`src/rtl/spi_clk_timer_pkg.sv`:
```
package spi_clk_timer_pkg;
  localparam int unsigned PRE_W = 2;
  localparam int unsigned SCL_W = 4;

  function automatic int unsigned baud_pre_val(logic [PRE_W-1:0] c);
    case (c)
      2'd0:    return 2;
      2'd1:    return 3;
      2'd2:    return 5;
      default: return 7;
    endcase
  endfunction

  function automatic int unsigned baud_scl_val(logic [SCL_W-1:0] c);
    if (c < 4'd4) return (int'(c) + 1) * 2;
    return 32'd1 << c;
  endfunction

  function automatic int unsigned dly_pre_val(logic [PRE_W-1:0] c);
    return int'(c) * 2 + 1;
  endfunction
endpackage

```
`src/rtl/spi_sck_div.sv`:
```
module spi_sck_div
  import spi_clk_timer_pkg::*;
#(
  parameter int unsigned CNT_W = 19
) (
  input  logic             clk_i,
  input  logic             rst_ni,
  input  logic             run_i,
  input  logic [PRE_W-1:0] pre_code_i,
  input  logic [SCL_W-1:0] scl_code_i,
  output logic             sck_o,
  output logic             rise_o,
  output logic             fall_o
);
  logic [CNT_W-1:0] div_d, lo_d;
  logic [CNT_W-1:0] lo_q, hi_q, cnt_q;
  logic             active_q, sck_q, rise_q, fall_q;

  assign div_d = CNT_W'(baud_pre_val(pre_code_i) * baud_scl_val(scl_code_i));
  assign lo_d  = div_d >> 1;

  always_ff @(posedge clk_i or negedge rst_ni) begin
    if (!rst_ni) begin
      active_q <= 1'b0;
      sck_q    <= 1'b0;
      rise_q   <= 1'b0;
      fall_q   <= 1'b0;
      lo_q     <= '0;
      hi_q     <= '0;
      cnt_q    <= '0;
    end else if (!run_i) begin
      active_q <= 1'b0;
      sck_q    <= 1'b0;
      rise_q   <= 1'b0;
      fall_q   <= 1'b0;
      cnt_q    <= '0;
    end else if (!active_q) begin
      // codes captured here only
      active_q <= 1'b1;
      lo_q     <= lo_d;
      hi_q     <= div_d - lo_d;
      cnt_q    <= lo_d;
      rise_q   <= 1'b0;
      fall_q   <= 1'b0;
    end else if (cnt_q == CNT_W'(1)) begin
      sck_q  <= ~sck_q;
      rise_q <= ~sck_q;
      fall_q <= sck_q;
      cnt_q  <= sck_q ? lo_q : hi_q;
    end else begin
      cnt_q  <= cnt_q - CNT_W'(1);
      rise_q <= 1'b0;
      fall_q <= 1'b0;
    end
  end

  assign sck_o  = sck_q;
  assign rise_o = rise_q;
  assign fall_o = fall_q;

  p_rise_high_r4: assert property (@(posedge clk_i) disable iff (!rst_ni)
    rise_q |-> sck_q);
  p_fall_low_r4: assert property (@(posedge clk_i) disable iff (!rst_ni)
    fall_q |-> !sck_q);
  p_one_edge_r4: assert property (@(posedge clk_i) disable iff (!rst_ni)
    $onehot0({rise_q, fall_q}));
  p_stop_idle_r6: assert property (@(posedge clk_i) disable iff (!rst_ni)
    !run_i |=> (!sck_q && !rise_q && !fall_q));
endmodule

```
`src/rtl/spi_dly_timer.sv`:
```
module spi_dly_timer
  import spi_clk_timer_pkg::*;
#(
  parameter int unsigned CNT_W = 19
) (
  input  logic             clk_i,
  input  logic             rst_ni,
  input  logic             start_i,
  input  logic [PRE_W-1:0] pre_code_i,
  input  logic [SCL_W-1:0] scl_code_i,
  output logic             done_o
);
  logic [CNT_W-1:0] len_d, cnt_q;
  logic             busy_q, done_q;

  assign len_d = CNT_W'(dly_pre_val(pre_code_i) << (int'(scl_code_i) + 1));

  always_ff @(posedge clk_i or negedge rst_ni) begin
    if (!rst_ni) begin
      cnt_q  <= '0;
      busy_q <= 1'b0;
      done_q <= 1'b0;
    end else if (start_i) begin
      cnt_q  <= len_d;
      busy_q <= 1'b1;
      done_q <= 1'b0;
    end else if (busy_q && cnt_q == CNT_W'(1)) begin
      busy_q <= 1'b0;
      done_q <= 1'b1;
    end else begin
      cnt_q  <= busy_q ? cnt_q - CNT_W'(1) : cnt_q;
      done_q <= 1'b0;
    end
  end

  assign done_o = done_q;

  p_done_single_r8: assert property (@(posedge clk_i) disable iff (!rst_ni)
    done_q |=> !done_q);
  p_start_restarts_r9: assert property (@(posedge clk_i) disable iff (!rst_ni)
    start_i |=> !done_q);
  p_done_ends_busy_r7: assert property (@(posedge clk_i) disable iff (!rst_ni)
    done_q |-> !busy_q);
endmodule

```
`src/rtl/spi_clk_timer.sv`:
```
module spi_clk_timer
  import spi_clk_timer_pkg::*;
#(
  parameter int unsigned CNT_W = 19,
  localparam int unsigned N_DLY = 2
) (
  input  logic       clk_i,
  input  logic       rst_ni,
  input  logic       sck_run_i,
  input  logic [1:0] baud_pre_i,
  input  logic [3:0] baud_scl_i,
  output logic       sck_o,
  output logic       sck_rise_o,
  output logic       sck_fall_o,
  input  logic       lead_start_i,
  input  logic [1:0] lead_pre_i,
  input  logic [3:0] lead_scl_i,
  output logic       lead_done_o,
  input  logic       trail_start_i,
  input  logic [1:0] trail_pre_i,
  input  logic [3:0] trail_scl_i,
  output logic       trail_done_o
);
  logic [N_DLY-1:0]            st;
  logic [N_DLY-1:0]            dn;
  logic [N_DLY-1:0][PRE_W-1:0] pre;
  logic [N_DLY-1:0][SCL_W-1:0] scl;

  assign st  = {trail_start_i, lead_start_i};
  assign pre = {trail_pre_i, lead_pre_i};
  assign scl = {trail_scl_i, lead_scl_i};

  spi_sck_div #(.CNT_W(CNT_W)) u_sck (
    .clk_i      (clk_i),
    .rst_ni     (rst_ni),
    .run_i      (sck_run_i),
    .pre_code_i (baud_pre_i),
    .scl_code_i (baud_scl_i),
    .sck_o      (sck_o),
    .rise_o     (sck_rise_o),
    .fall_o     (sck_fall_o)
  );

  for (genvar g = 0; g < N_DLY; g++) begin : g_dly
    spi_dly_timer #(.CNT_W(CNT_W)) u_dly (
      .clk_i      (clk_i),
      .rst_ni     (rst_ni),
      .start_i    (st[g]),
      .pre_code_i (pre[g]),
      .scl_code_i (scl[g]),
      .done_o     (dn[g])
    );
  end

  assign lead_done_o  = dn[0];
  assign trail_done_o = dn[1];
endmodule

```
`config.mk`:
```
export PLATFORM = sky130hd
export DESIGN_NAME = spi_clk_timer
export DESIGN_NICKNAME = d
export VERILOG_FILES = /design/src/rtl/spi_clk_timer_pkg.sv /design/src/rtl/spi_sck_div.sv /design/src/rtl/spi_dly_timer.sv /design/src/rtl/spi_clk_timer.sv
export SDC_FILE = /design/constraint.sdc
export NUM_CORES = 1
export LEC_CHECK = 0
export ABC_AREA = 1
export ABC_CLOCK_PERIOD_IN_PS = 2100
export BUFFER_PORTS_ARGS = -buffer_cell sky130_fd_sc_hd__buf_2
export CAP_MARGIN = 40
export CORE_UTILIZATION = 55
export DETAILED_ROUTE_END_ITERATION = 8
export GPL_ROUTABILITY_DRIVEN = 0
export GPL_TIMING_DRIVEN = 0
export PLACE_DENSITY = 0.75
export SKIP_CTS_REPAIR_TIMING = 1
export SLEW_MARGIN = 15
export SYNTH_ARGS = -nofsm -noshare
export SYNTH_HDL_FRONTEND = slang
export SYNTH_SLANG_ARGS = --single-unit
```
`constraint.sdc`:
```
create_clock -name clk_i -period 2.1 [get_ports clk_i]
set_input_delay 0.315 -clock clk_i [delete_from_list [all_inputs] [get_ports clk_i]]
set_output_delay 0.315 -clock clk_i [all_outputs]
set_load 0.01 [all_outputs]
```
==> run_results.csv <==
group,metric,value,unit
setup_path,critical_path.max_fanout,4,
floorplanning,design.die.area,16600,um2
setup_path,cp.arrival,4160,ps
hold_path,min_path_cells,1,
drt,drt-total-wl,23400,um
setup_path,rrSetupSlack,-30,ps
power_and_ir_drop,powerDensity,825,nW/um2
clocking,clkSinkCount,102,
power_and_ir_drop,p_leak,5.33,nW
setup_path,slowest_stage,"fa_1",
drt,drt-initial-drc-count,569,
power_and_ir_drop,switching_share,43.8,%
sta,max-slew-margin-rel,49.0,%
yosys,synth_compound_area_share,15.1,%
setup_path,cp-start-kind,"input pin",
sta,fmax,255,MHz
power_and_ir_drop,combPwrFrac,48.8,%
clocking,root_buffer,"clkbuf_16",
yosys,synth_top_family_by_area,"simple AND/OR/NAND/NOR gates",
yosys,ys_types,56,
power_and_ir_drop,p_sw,0.00391,W
power_and_ir_drop,power,0.00893,W
hold_path,holdCritStartpoint,"sck_run_i",
setup_path,cp_data_required_time,2340,ps
yosys,synth.avg_cell_area,7.04,um2
sta,setup_violations,49,
layout,final_layout_size_suffix_gt1_share,25.1,%
drt,avgRoutedWirePerCell,15.2,um
power_and_ir_drop,seq_power_share,33.8,%
setup_path,critical_path.max_stage_delay,520,ps
yosys,muxShareOfSynthArea,0,%
yosys,postSynthCellCount,1254,
yosys,synth-simple-area-share,31.7,%
place,port_buffers,26,
yosys,netlist_top_cells_count,"nand2_1, inv_1, nor2_1, dfrtp_1, o21ai_0",
floorplanning,die_w,129,um
floorplanning,design.portCount,28,
hold_path,hold_path_class,"in2reg",
yosys,synth-async-reset-ratio,100,%
job,cap_violations,0,
status,violations,"negative setup slack",
global_route,antenna_found_initial,0,
drt,drcViolationCount,0,
floorplanning,die_y,129,um
global_route,grt_pass1_vias,7797,
clocking,clk_pin_slew,60,ps
setup_path,startpoint,"baud_scl_i[0]",
global_route,grt_max_degree,85,
global_route,grt_usage,27.5,%
clocking,numCtsBuffers,9,
yosys,synthXorXnorAreaFrac,4.35,%
yosys,yosysWarnings,0,
yosys,synth.largest_area_cell,"dfrtp_1",
floorplanning,coreArea,15400,um2
layout,area_growth,22.6,%
setup_path,worst-setup-path-type,"in2reg",
status,status,"finished with violations",
layout,final_core_util,70.1,%
sta,holdWs,127,ps
drt,vias,8555,
yosys,ys_ff_latch,102,
power_and_ir_drop,clkPwrFrac,17.4,%
drt,via_per_inst,5.57,
clocking,clock_path_buffers,2,
layout,nets,1410,
hold_path,min_to,"u_sck.active_q",
drt,first_pass_iters,5,
clocking,htree_levels,3,
sta,hold_violations,0,
setup_path,end_kind,"flip-flop",
clocking,clock_latency,350,ps
power_and_ir_drop,vdd.ir_drop.worst,0.517,mV
yosys,synthFlopType,"dfrtp_1",
sta,fin_ws,-1820,ps
setup_path,rr_worst_depth,9,
sta,rsz0062_at_grt,"yes",
drt,antenna_left,0,
setup_path,timing.rr.start,"u_sck.cnt_q[13]",
yosys,synth_fa_ha_area_share,10.6,%
yosys,synthTopCellsByArea,"dfrtp_1, nand2_1, inv_1, ha_1, nor2_1",
place,dp_hpwl,16900,um
layout,nFillCells,1280,
yosys,seq_area_frac_synth,28.9,%
yosys,syn_area,8830,um2
sta,fin_crit_sh,187,%
global_route,grt_pass1_wl,36300,um
setup_path,crit_top_cell,"nand2_2",
global_route,overflow,0,
yosys,synth_top_area_share,28.9,%
yosys,synth_edf_count,0,
sta,timing.final.max_slew_violations,0,
sta,finalCriticalPeriod,3920,ps
clocking,cts_tree,"done",
setup_path,reg2reg_to,"u_sck.cnt_q[17]",
layout,diodes,0,
yosys,yosysMostFrequentCell,"nand2_1",
sta,fin_worst_skew,9.22,ps
sta,worst-slew-pin-transition,761,ps
place,post-place-ws,-2360,ps
floorplanning,fp-row-count,45,
floorplanning,start_util,57.2,%
power_and_ir_drop,p_int,0.00502,W
-- cells in the final DEF, fill, tap and decap left out, types with 14 or more instances in the layout --
cell / netlist / routed
o21ai_0: 67 / 60
dfrtp_1: 102 / 99
inv_1: 184 / 158
nand3_1: 52 / 39
buf_4: 0 / 26
fa_1: 16 / 15
nand2_4: 8 / 16
nand2_1: 290 / 252
nor2_1: 141 / 111
ha_4: 0 / 21
xor2_1: 35 / 28
nor2_4: 2 / 14
buf_2: 2 / 25
nand2_2: 32 / 62
ha_1: 49 / 26
a22oi_1: 16 / 16
a21oi_2: 6 / 14
nand3_2: 12 / 21
inv_2: 3 / 25
a21oi_1: 63 / 51
nor2_2: 6 / 24
nand4_1: 25 / 25
o22ai_1: 15 / 15
-- state kept, by name, summed over array words and instances (netlist names) --
register and count:
g_dly.u_dly.busy_q 2, u_sck.fall_o 1, u_sck.cnt_q 19, u_sck.active_q 1
u_sck.rise_o 1, u_sck.lo_q 18, u_sck.hi_q 19, u_sck.sck_o 1
g_dly.u_dly.done_o 2, g_dly.u_dly.cnt_q 38
-- metal layers --
layer / share of wire (%) / up-vias / wire length (um) / track usage, %
met3: 3.8 / 44 / 890 / 4.12
met4: 2.6 / 0 / 609 / 9.27
met2: 50 / 228 / 11600 / 46.7
met5: 0 / - / 0 / 0
met1: 44 / 4046 / 10200 / 35.9
li1: - / 4237 / - / -
-- critical path: cells and delay by family --
kind | cells | cell delay, ps
AOI/OAI and AO/OA | 3 | 480
adders and majority gates | 5 | 1630
xor gates and xnor gates | 1 | 210
and+or+nand+nor | 14 | 1270
buffers and inverters | 3 | 240
-- power by group through the flow --
stage | Combinational [W] | Clock (W) | Sequential, W
floorplan | 0.00291 | 0 | 0.00286
global placement | 0.00357 | 0 | 0.00299
detailed placement | 0.00365 | 0 | 0.00300
CTS | 0.00367 | 0.00158 | 0.00297
global route | 0.00483 | 0.00166 | 0.00308
finish | 0.00435 | 0.00156 | 0.00302
-- worst max-delay path by stage --
stage and end:
6_report u_sck.hi_q[18], 5_1_grt u_sck.hi_q[18], 4_1_cts u_sck.hi_q[18], 3_5_place_dp u_sck.hi_q[18], 3_3_place_gp u_sck.hi_q[18], 2_1_floorplan u_sck.hi_q[18]
-- per-stage QoR --
stage	cell area (um2)	setup TNS, ps	std cells
after floorplan	9260	-36670	1255
after global placement	9660	-102140	1492
after detailed placement	9690	-63760	1493
after CTS	9960	-45780	1507
after global routing	10800	-47200	1536
final	10800	-40940	1536
-- cell families after synthesis --
| kind of cell | after synthesis |
|---|---|
| AO/OA/AOI/OAI | 220 |
| XOR/XNOR | 43 |
| adder cells (fa/ha/maj) | 65 |
| buffers and inverters | 214 |
| flip-flops | 102 |
| other | 2 |
| AND/OR/NAND/NOR | 608 |
-- area by class of cell --
class / instances / area [um2] / share of cell area (%)
flip-flops and latches: 102 / 2560 / 23.6
clock inverters: 3 / 22.5 / 0.208
inverters: 190 / 727 / 6.72
clock buffers: 11 / 243 / 2.24
well taps: 211 / 264 / 2.44
plain buffers: 24 / 144 / 1.33
repair buffers: 56 / 432 / 3.99
multi-input cells: 939 / 6430 / 59.4
(Power assumes the default switching activity.)
